`src/rtl/chan_pwr_pkg.sv`:
```
package chan_pwr_pkg;
    // layout of one channel's control word, decoded downstream
    localparam int CTRL_W   = 9;
    localparam int BIT_INT  = 8;
    localparam int BIT_OUT  = 6;
    localparam int BIT_DCDC = 4;

    typedef enum logic [1:0] {
        ACT_NONE = 2'd0,
        ACT_UP   = 2'd1,
        ACT_DOWN = 2'd2
    } pwr_act_e;
endpackage

```
`src/rtl/pwr_req_filter.sv`:
```
module pwr_req_filter
    import chan_pwr_pkg::*;
#(
    parameter int NUM_CH = 4,
    parameter int CH_W   = (NUM_CH > 1) ? $clog2(NUM_CH) : 1
) (
    input  logic              req_valid,
    input  logic [CH_W-1:0]   req_chan,
    input  logic              req_down,
    input  logic              busy,
    input  logic [NUM_CH-1:0] pd_mask,
    output pwr_act_e          act,
    output logic [CH_W-1:0]   act_chan
);
    logic in_range;
    logic chan_down;

    always_comb begin
        in_range  = (32'(req_chan) < NUM_CH);
        chan_down = 1'b0;
        for (int i = 0; i < NUM_CH; i++) begin
            if (req_chan == CH_W'(i)) chan_down = pd_mask[i];
        end
        act      = ACT_NONE;
        act_chan = req_chan;
        if (req_valid && !busy && in_range) begin
            if (req_down && !chan_down)      act = ACT_DOWN;
            else if (!req_down && chan_down) act = ACT_UP;
        end
    end

    // nothing is accepted while a wait runs
    always_comb begin
        if (busy) assert (act == ACT_NONE) else $error("p_busy_drops_r6");
    end
endmodule

```
`src/rtl/pwr_settle_timer.sv`:
```
module pwr_settle_timer #(
    parameter int SETTLE_TICKS = 200,
    parameter int CNT_W        = $clog2(SETTLE_TICKS + 1)
) (
    input  logic clk,
    input  logic rst_n,
    input  logic start,
    input  logic tick,
    output logic active,
    output logic done
);
    typedef struct packed {
        logic             active;
        logic [CNT_W-1:0] left;
    } tmr_t;

    tmr_t tm_d, tm_q;

    always_comb begin
        tm_d = tm_q;
        done = 1'b0;
        if (tm_q.active) begin
            if (tick) begin
                if (tm_q.left == CNT_W'(1)) begin
                    done        = 1'b1;
                    tm_d.active = 1'b0;
                    tm_d.left   = '0;
                end else begin
                    tm_d.left = tm_q.left - CNT_W'(1);
                end
            end
        end else if (start) begin
            tm_d.active = 1'b1;
            tm_d.left   = CNT_W'(SETTLE_TICKS);
        end
    end

    always_ff @(posedge clk or negedge rst_n) begin
        if (!rst_n) tm_q <= '0;
        else        tm_q <= tm_d;
    end

    assign active = tm_q.active;

    // a running count never sits at zero
    p_count_nonzero_r3: assert property (@(posedge clk) disable iff (!rst_n)
        tm_q.active |-> (tm_q.left != '0));
    // an idle tick leaves the timer idle
    p_idle_tick_r3: assert property (@(posedge clk) disable iff (!rst_n)
        (!tm_q.active && !start) |=> !tm_q.active);
endmodule

```
`src/rtl/pwr_ctrl_pack.sv`:
```
module pwr_ctrl_pack
    import chan_pwr_pkg::*;
#(
    parameter int NUM_CH = 4
) (
    input  logic [NUM_CH-1:0]        int_en,
    input  logic [NUM_CH-1:0]        dcdc_en,
    input  logic [NUM_CH-1:0]        out_en,
    output logic [NUM_CH*CTRL_W-1:0] ctrl_word
);
    for (genvar g = 0; g < NUM_CH; g++) begin : g_word
        logic [CTRL_W-1:0] w;
        always_comb begin
            w           = '0;
            w[BIT_INT]  = int_en[g];
            w[BIT_OUT]  = out_en[g];
            w[BIT_DCDC] = dcdc_en[g];
        end
        assign ctrl_word[g*CTRL_W +: CTRL_W] = w;
    end
endmodule

```
`src/rtl/chan_power_seq.sv`:
```
module chan_power_seq
    import chan_pwr_pkg::*;
#(
    parameter int NUM_CH       = 4,
    parameter int SETTLE_TICKS = 200,
    parameter int CH_W         = (NUM_CH > 1) ? $clog2(NUM_CH) : 1
) (
    input  logic                     clk,
    input  logic                     rst_n,
    input  logic                     us_tick,
    input  logic                     req_valid,
    input  logic [CH_W-1:0]          req_chan,
    input  logic                     req_down,
    output logic [NUM_CH-1:0]        int_en,
    output logic [NUM_CH-1:0]        dcdc_en,
    output logic [NUM_CH-1:0]        out_en,
    output logic [NUM_CH-1:0]        pd_mask,
    output logic                     busy,
    output logic [NUM_CH*CTRL_W-1:0] ctrl_word
);
    localparam int CNT_W = $clog2(SETTLE_TICKS + 1);

    typedef struct packed {
        logic [NUM_CH-1:0] mask;
        logic [NUM_CH-1:0] ien;
        logic [NUM_CH-1:0] den;
        logic [NUM_CH-1:0] oen;
        logic [CH_W-1:0]   pend;
    } seq_t;

    seq_t     st_d, st_q;
    pwr_act_e act;
    logic [CH_W-1:0] act_chan;
    logic     tmr_active, tmr_done, tmr_start;

    pwr_req_filter #(.NUM_CH(NUM_CH), .CH_W(CH_W)) u_filter (
        .req_valid (req_valid),
        .req_chan  (req_chan),
        .req_down  (req_down),
        .busy      (tmr_active),
        .pd_mask   (st_q.mask),
        .act       (act),
        .act_chan  (act_chan)
    );

    assign tmr_start = (act == ACT_UP);

    pwr_settle_timer #(.SETTLE_TICKS(SETTLE_TICKS), .CNT_W(CNT_W)) u_timer (
        .clk    (clk),
        .rst_n  (rst_n),
        .start  (tmr_start),
        .tick   (us_tick),
        .active (tmr_active),
        .done   (tmr_done)
    );

    always_comb begin
        st_d = st_q;
        for (int i = 0; i < NUM_CH; i++) begin
            if (act_chan == CH_W'(i)) begin
                if (act == ACT_UP) begin
                    st_d.mask[i] = 1'b0;
                    st_d.ien[i]  = 1'b1;
                    st_d.den[i]  = 1'b1;
                end else if (act == ACT_DOWN) begin
                    st_d.mask[i] = 1'b1;
                    st_d.ien[i]  = 1'b0;
                    st_d.den[i]  = 1'b0;
                    st_d.oen[i]  = 1'b0;
                end
            end
            if (tmr_done && st_q.pend == CH_W'(i)) st_d.oen[i] = 1'b1;
        end
        if (act == ACT_UP) st_d.pend = act_chan;
    end

    always_ff @(posedge clk or negedge rst_n) begin
        if (!rst_n) begin
            st_q      <= '0;
            st_q.mask <= '1;
        end else begin
            st_q <= st_d;
        end
    end

    assign int_en  = st_q.ien;
    assign dcdc_en = st_q.den;
    assign out_en  = st_q.oen;
    assign pd_mask = st_q.mask;
    assign busy    = tmr_active;

    pwr_ctrl_pack #(.NUM_CH(NUM_CH)) u_pack (
        .int_en    (st_q.ien),
        .dcdc_en   (st_q.den),
        .out_en    (st_q.oen),
        .ctrl_word (ctrl_word)
    );

    // a strobe during a wait leaves the mask untouched
    p_busy_hold_r6: assert property (@(posedge clk) disable iff (!rst_n)
        (busy && req_valid) |=> $stable(pd_mask));

    // output turns on only as the wait ends
    p_out_at_end_r3: assert property (@(posedge clk) disable iff (!rst_n)
        $rose(busy) |-> (out_en == $past(out_en)));

    for (genvar g = 0; g < NUM_CH; g++) begin : g_chk
        // output driver needs both supplies
        p_out_gated_r9: assert property (@(posedge clk) disable iff (!rst_n)
            out_en[g] |-> (int_en[g] && dcdc_en[g]));
        // mask bit tracks the internal enable
        p_mask_track_r2: assert property (@(posedge clk) disable iff (!rst_n)
            pd_mask[g] == !int_en[g]);
        // internal enable rises ahead of the output
        p_up_first_r2: assert property (@(posedge clk) disable iff (!rst_n)
            $rose(int_en[g]) |-> !out_en[g]);
        // power-down drops every enable in one step
        p_down_step_r4: assert property (@(posedge clk) disable iff (!rst_n)
            (!busy && req_valid && req_down && req_chan == CH_W'(g) && !pd_mask[g])
            |=> (pd_mask[g] && !int_en[g] && !dcdc_en[g] && !out_en[g]));
    end
endmodule

```
`config.mk`:
```
export PLATFORM = sky130hd
export DESIGN_NAME = chan_power_seq
export DESIGN_NICKNAME = d
export VERILOG_FILES = /design/src/rtl/chan_pwr_pkg.sv /design/src/rtl/pwr_req_filter.sv /design/src/rtl/pwr_settle_timer.sv /design/src/rtl/pwr_ctrl_pack.sv /design/src/rtl/chan_power_seq.sv
export SDC_FILE = /design/constraint.sdc
export NUM_CORES = 1
export LEC_CHECK = 0
export BUFFER_PORTS_ARGS = -buffer_cell sky130_fd_sc_hd__buf_2
export CAP_MARGIN = 20
export CORE_MARGIN = 4
export CORE_UTILIZATION = 35
export DETAILED_ROUTE_END_ITERATION = 12
export GPL_TIMING_DRIVEN = 0
export PLACE_DENSITY_LB_ADDON = 0.25
export SLEW_MARGIN = 40
export SYNTH_ARGS = -nofsm -noshare
export SYNTH_HDL_FRONTEND = slang
export SYNTH_SLANG_ARGS = --single-unit
```
`constraint.sdc`:
```
create_clock -name clk -period 2.1 [get_ports clk]
set_input_delay 0.42 -clock clk [delete_from_list [all_inputs] [get_ports clk]]
set_output_delay 0.42 -clock clk [all_outputs]
set_load 0.02 [all_outputs]
```
== Word level (Yosys, flattened, before mapping) ==
Cells that the tools add are included.

* Muxes and demuxes: 28
* Reductions and logical operators: 31
* Equality and inequality tests: 14
* Add/sub/neg operators: 1

{| class="wikitable"
|+ Operators by type and width
! kind !! count
|-
| 2-to-1 mux 9 bit || 3
|-
| 2-to-1 mux 1 bit || 22
|-
| nonzero test 2 bit || 10
|-
| AND reduction 3 bit || 4
|-
| equality test 2 bit (second input constant) || 5
|-
| AND reduction 2 bit || 5
|-
| equality test 8 x 1 -> 1 bit (second input constant) || 1
|-
| 2-to-1 mux 8 bit || 1
|-
| != test 2 x 1 -> 1 bit (second input constant) || 4
|-
| subtractor 8 x 1 -> 8 bit (second input constant) || 1
|-
| logical AND 1 bit || 7
|-
| equality test 2 x 1 -> 1 bit (second input constant) || 3
|-
| zero test 2 bit || 2
|-
| 2-to-1 mux 2 bit || 2
|-
| zero test 1 bit || 3
|-
| != test 2 bit (second input constant) || 1
|}

* Bits in registers: 23
* Output and inout bits: 53
* Logic and storage cells: 89

== Depth between registers and ports, before layout ==
* Depth in word-level cells: 14
* Depth in mapped cells: 8
* Depth with buffers taken out: 7

== Cells and area by module ==
Synthesis repeated with hierarchy kept, for this count alone.

* Cell total of the unflattened synthesis: 164
* Area, all modules: 1707.9 um^2

{| class="wikitable"
|+ By module, submodules not included
! module !! area an instance (um^2) !! seq. area each (um^2) !! cells each !! times used
|-
| chan_power_seq || 819.5 || 355.3 || 68 || 1
|-
| pwr_settle_timer || 540.5 || 225.2 || 53 || 1
|-
| pwr_ctrl_pack || 274.0 || 0.0 || 37 || 1
|-
| pwr_req_filter || 73.8 || 0.0 || 6 || 1
|}

== Least setup slack after synthesis ==
OpenSTA, ideal clock, no wires.

* Path kind: input-to-reg
* From: input req_chan[1]
* To: register st_q, in the netlist dcdc_en[2]
* Buffers on the path: 1
* Library setup time: 0.125 ns
* Data arrival time: 2.447 ns
* Required time: 1.975 ns
* Path slack: -0.471 ns
* Cell stages on the path: 6
* Cell sequence: buf_2 mux4_2 or2_2 ha_1 or3b_2 mux2_2

* Longest elaborated chain between the ends: 12

{| class="wikitable"
|+ Ends and longest elaborated chain
! item !! line !! source
|-
| from (decl) || chan_power_seq.sv:12 || <nowiki>input logic [CH_W-1:0] req_chan,</nowiki>
|-
| zero test 2 bit || pwr_req_filter.sv:22 || <nowiki>if (req_chan == CH_W'(i)) chan_down = pd_mask[i];</nowiki>
|-
| 2-to-1 mux 1 bit (4 in a row) || pwr_req_filter.sv:22 ||
|-
| logical AND 1 bit / zero test 1 bit (equally long branches) || pwr_req_filter.sv:28, pwr_req_filter.sv:27 ||
|-
| 2-to-1 mux 1 bit / logical AND 1 bit (equally long branches) || pwr_req_filter.sv:28, pwr_req_filter.sv:27 ||
|-
| 2-to-1 mux 2 bit || pwr_req_filter.sv:27 || <nowiki>if (req_down && !chan_down) act = ACT_DOWN;</nowiki>
|-
| 2-to-1 mux 2 bit || pwr_req_filter.sv:26 || <nowiki>if (req_valid && !busy && in_range) begin</nowiki>
|-
| equality test 2 x 1 -> 1 bit / equality test 2 bit (equally long branches) || chan_power_seq.sv:61, chan_power_seq.sv:65 ||
|-
| nonzero test 2 bit (no source line) || - ||
|-
| AND reduction 2 bit (no source line) || - ||
|-
| to (signal assigned) || chan_power_seq.sv:82 || <nowiki>st_q <= st_d;</nowiki>
|-
| to (decl) || chan_power_seq.sv:31 || <nowiki>seq_t st_d, st_q;</nowiki>
|}

Parallel ways exist; a longest one is shown, timed or not.
A chain may end at the register's enable or synchronous reset.

== Final worst setup path ==
* From: register st_q, in the netlist pd_mask[3]
* To: register st_q, in the netlist dcdc_en[2]

* Longest elaborated chain between the ends: 8

{| class="wikitable"
|+ Ends and longest elaborated chain
! item !! line
|-
| 2-to-1 mux 1 bit * || pwr_req_filter.sv:22
|-
| logical AND 1 bit / zero test 1 bit (equally long branches) || pwr_req_filter.sv:28, pwr_req_filter.sv:27
|-
| 2-to-1 mux 1 bit / logical AND 1 bit (equally long branches) || pwr_req_filter.sv:28, pwr_req_filter.sv:27
|-
| 2-to-1 mux 2 bit * || pwr_req_filter.sv:27
|-
| 2-to-1 mux 2 bit * || pwr_req_filter.sv:26
|-
| equality test 2 x 1 -> 1 bit / equality test 2 bit (equally long branches) || chan_power_seq.sv:61, chan_power_seq.sv:65
|-
| nonzero test 2 bit (no source line) || -
|-
| AND reduction 2 bit (no source line) || -
|}

Mark *: on every way between the ends. The rest lies on a longest branch, timed or not.

==> summary.md <==
| Metric | Value |
|---|---|
| CP Capture Type | flop |
| Fin util | 46.09% |
| CTS Buf Count | 3 |
| First-iteration detailed-routing DRC count | 40 |
| Antenna-violating nets left | 0 |
| Largest buffer count on any clock path | 2 |
| Failing checks | setup timing |
| Area of the mapped netlist | 1575 um2 |
| Post-CTS Hold Buffers | 0 |
| Drt pass-1 iters | 4 |
| Layout fillers | 425 |
| Headroom to the max-slew limit | 66.18% |
| Fmax | 472.1 MHz |
| Nature of the critical path startpoint | flop |
| Clock network fraction of total power | 11.9% |
| Area delta synth->final | 27.40% |
| Final wirelength | 2917 um |
| Hpwl dp | 2275 um |
| RSZ-0062 raised after global routing | yes |
| Fin nets | 238 |
| Pwr/cell area | 1149 nW/um2 |
| Antenna violations before repair | 0 |
| Syn_area_per_cell | 9.784 um2 |
| Ys flop type | dfrtp_1 |
| CTS Root Cell | clkbuf_8 |
| Hold Path Class | in2async |
| CTS H-Tree Depth | 1 |
| Fraction of layout cells with a size suffix above 1 | 51.33% |
| Outcome | finished, violations left |
| Final worst-path cycle share | 100.9% |
| DR vias/cell | 4.201 |
| Die Ht | 75.09 um |
| Setup WS post-layout | -18.11 ps |
| Clock skew | 3.308 ps |
| Gate power share | 51.2% |
| WP data required | 2250 ps |
| Clk slew on worst S/H paths | 80 ps |
| Routability cong. | 0.7567 |
| Post-synth ARST share | 100.0% |
| Vias | 1168 |
| # setup viols final | 2 |
| Initial Util | 36.18% |
| First-pass GRT wire length | 4919 um |
| Pre-CTS WS | -252.1 ps |
| Port-buffer cells | 34 |
| Core outline area | 4354 um2 |
| Worst skew pair latency | 260 ps |
| Diode count | 0 |
| Grt total ovfl | 0 |
| Register-to-register setup slack | -20 ps |
| Sink Count | 23 |
| CP Data Arrival Time | 2270 ps |
| Pin count of the biggest net entering global routing | 24 |
| Die width | 75.09 um |
| Post-synthesis sequential area ratio | 36.85% |
| Die Area | 5638 um2 |
| Post-synth EDFFs | 0 |
| Final slew viol count | 0 |
| Max Cap Viol | 0 |
| Yosys warning total | 0 |
| Max Fanout on Critical Path | 5 |
| Vias in the first global route | 1083 |
| Reg power frac | 36.9% |
| Sw Ratio | 39.88% |
| P_int | 0.001386 W |
| # rows | 24 |
| Pleak | 1.076 nW |
| Post-DR wirelength/cell | 10.49 um |
| Crit path time final | 2118 ps |
| Total track usage | 11.04% |
| Drt drc | 0 |
| Kind of critical path | reg2reg |
| P_sw | 0.0009196 W |
| Final Hold Viols | 0 |
| CTS tree | yes |
| Flops & latches, synth | 23 |
| Worst Tran Pin Value | 507.3 ps |
| Cell variety after synth | 39 |
| Ports | 60 |
| Mapped Cells | 161 |
| Worst vdd ir | 0.3554 mV |
## registers in the layout (all words and copies together), names as in the netlist
signal          count
dcdc_en             3
int_en              1
out_en              4
pd_mask             4
st_q                2
u_timer.active      1
u_timer.tm_q        8
## per-stage QoR
step | hold slack [ps] | setup TNS [ps] | instance area (um2) | std cells | total power [W]
after floorplan | 124.4 | -549.4 | 1689 | 184 | 0.001712
after global placement | 427.7 | -1138 | 1924 | 270 | 0.001982
after detailed placement | 427.0 | -1203 | 1924 | 270 | 0.001998
after CTS | 138.4 | -42.87 | 1992 | 277 | 0.002309
after global routing | 169.4 | -194.3 | 2007 | 278 | 0.002489
final | 114.2 | -34.54 | 2007 | 278 | 0.002306
## cells in the final DEF (no fill, tap or decap), types with 4 or more instances in the layout
cell     count
buf_4       56
buf_2       34
conb_1      24
dfrtp_1     19
o21ai_0     11
nand2_1      8
inv_1        5
mux2_2       5
nor2_1       4
o31ai_1      4
dfstp_2      4
## layer usage
| metal | track usage (%) | wire [um] |
|---|---|---|
| met5 | 0 | 0 |
| met4 | 3.557 | 46 |
| met3 | 1.602 | 172 |
| met1 | 15.78 | 1420 |
| met2 | 17.12 | 1278 |
## critical path: stages (launching register included)
cell	delay [ps]
dfstp_2	370
mux4_2	480
and3b_2	250
ha_4	260
or3b_4	380
mux2_2	270
## timing repair
action                                  CTS  global route
setup buffers                             3             1
resized for setup                         0             2
endpoints found under the setup margin    3             4
pin swaps                                 3             1
## path summary, 6_finish.rpt
path,from,to,cells after the start
min reg2reg,st_q[1],out_en[0],1
max in group asynchronous,rst_n,pd_mask[0],1
min in group clk,req_chan[1],st_q[1],3
min,rst_n,u_timer.tm_q[7],1
max reg2reg,pd_mask[3],dcdc_en[2],5
max,pd_mask[3],dcdc_en[2],5
## power groups by stage
stage / Sequential [W] / Clock, W / Combinational [W]
after floorplan: 0.000821 / 0 / 0.000891
after global placement: 0.000865 / 0 / 0.00112
after detailed placement: 0.000871 / 0 / 0.00113
after CTS: 0.000854 / 0.000283 / 0.00117
after global routing: 0.000886 / 0.000297 / 0.00131
final: 0.000852 / 0.000274 / 0.00118
## cell type report
type / instances / area, um2 / area share [%]
multi-input combinational: 102 / 691.9 / 34.48
sequential: 23 / 580.6 / 28.93
buffer: 54 / 405.4 / 20.20
timing repair buffer: 38 / 200.2 / 9.975
tap: 52 / 65.06 / 3.242
clock buffer: 4 / 45.04 / 2.244
inverter: 5 / 18.77 / 0.9352
## cells in the mapped netlist, drive strengths merged, types with 3 or more instances
cell type	number	area share [%]
buf	53	25
inv	5	1.2
dfrtp	19	30
or4	3	1.4
o21ai	11	3.5
nor3	3	0.95
or2	3	1.2
nand2b	3	1.2
nor2	5	1.2
mux2	5	3.6
nand2	8	1.9
o31ai	4	1.9
dfstp	4	6.7
nor2b	3	1.2
ha	4	3.2
o41ai	3	1.7
## cells by family (layout without fill, tap and decap cells)
family	after synthesis	in the layout	synth area share, %
buf+inv	59	101	26.53
simple gates	39	39	15.73
compound gates	28	28	11.84
flops	23	23	36.85
mux	7	7	5.639
fa+ha+maj	4	4	3.177
other cells	1	24	0.2381
(Power assumes the default switching activity.)
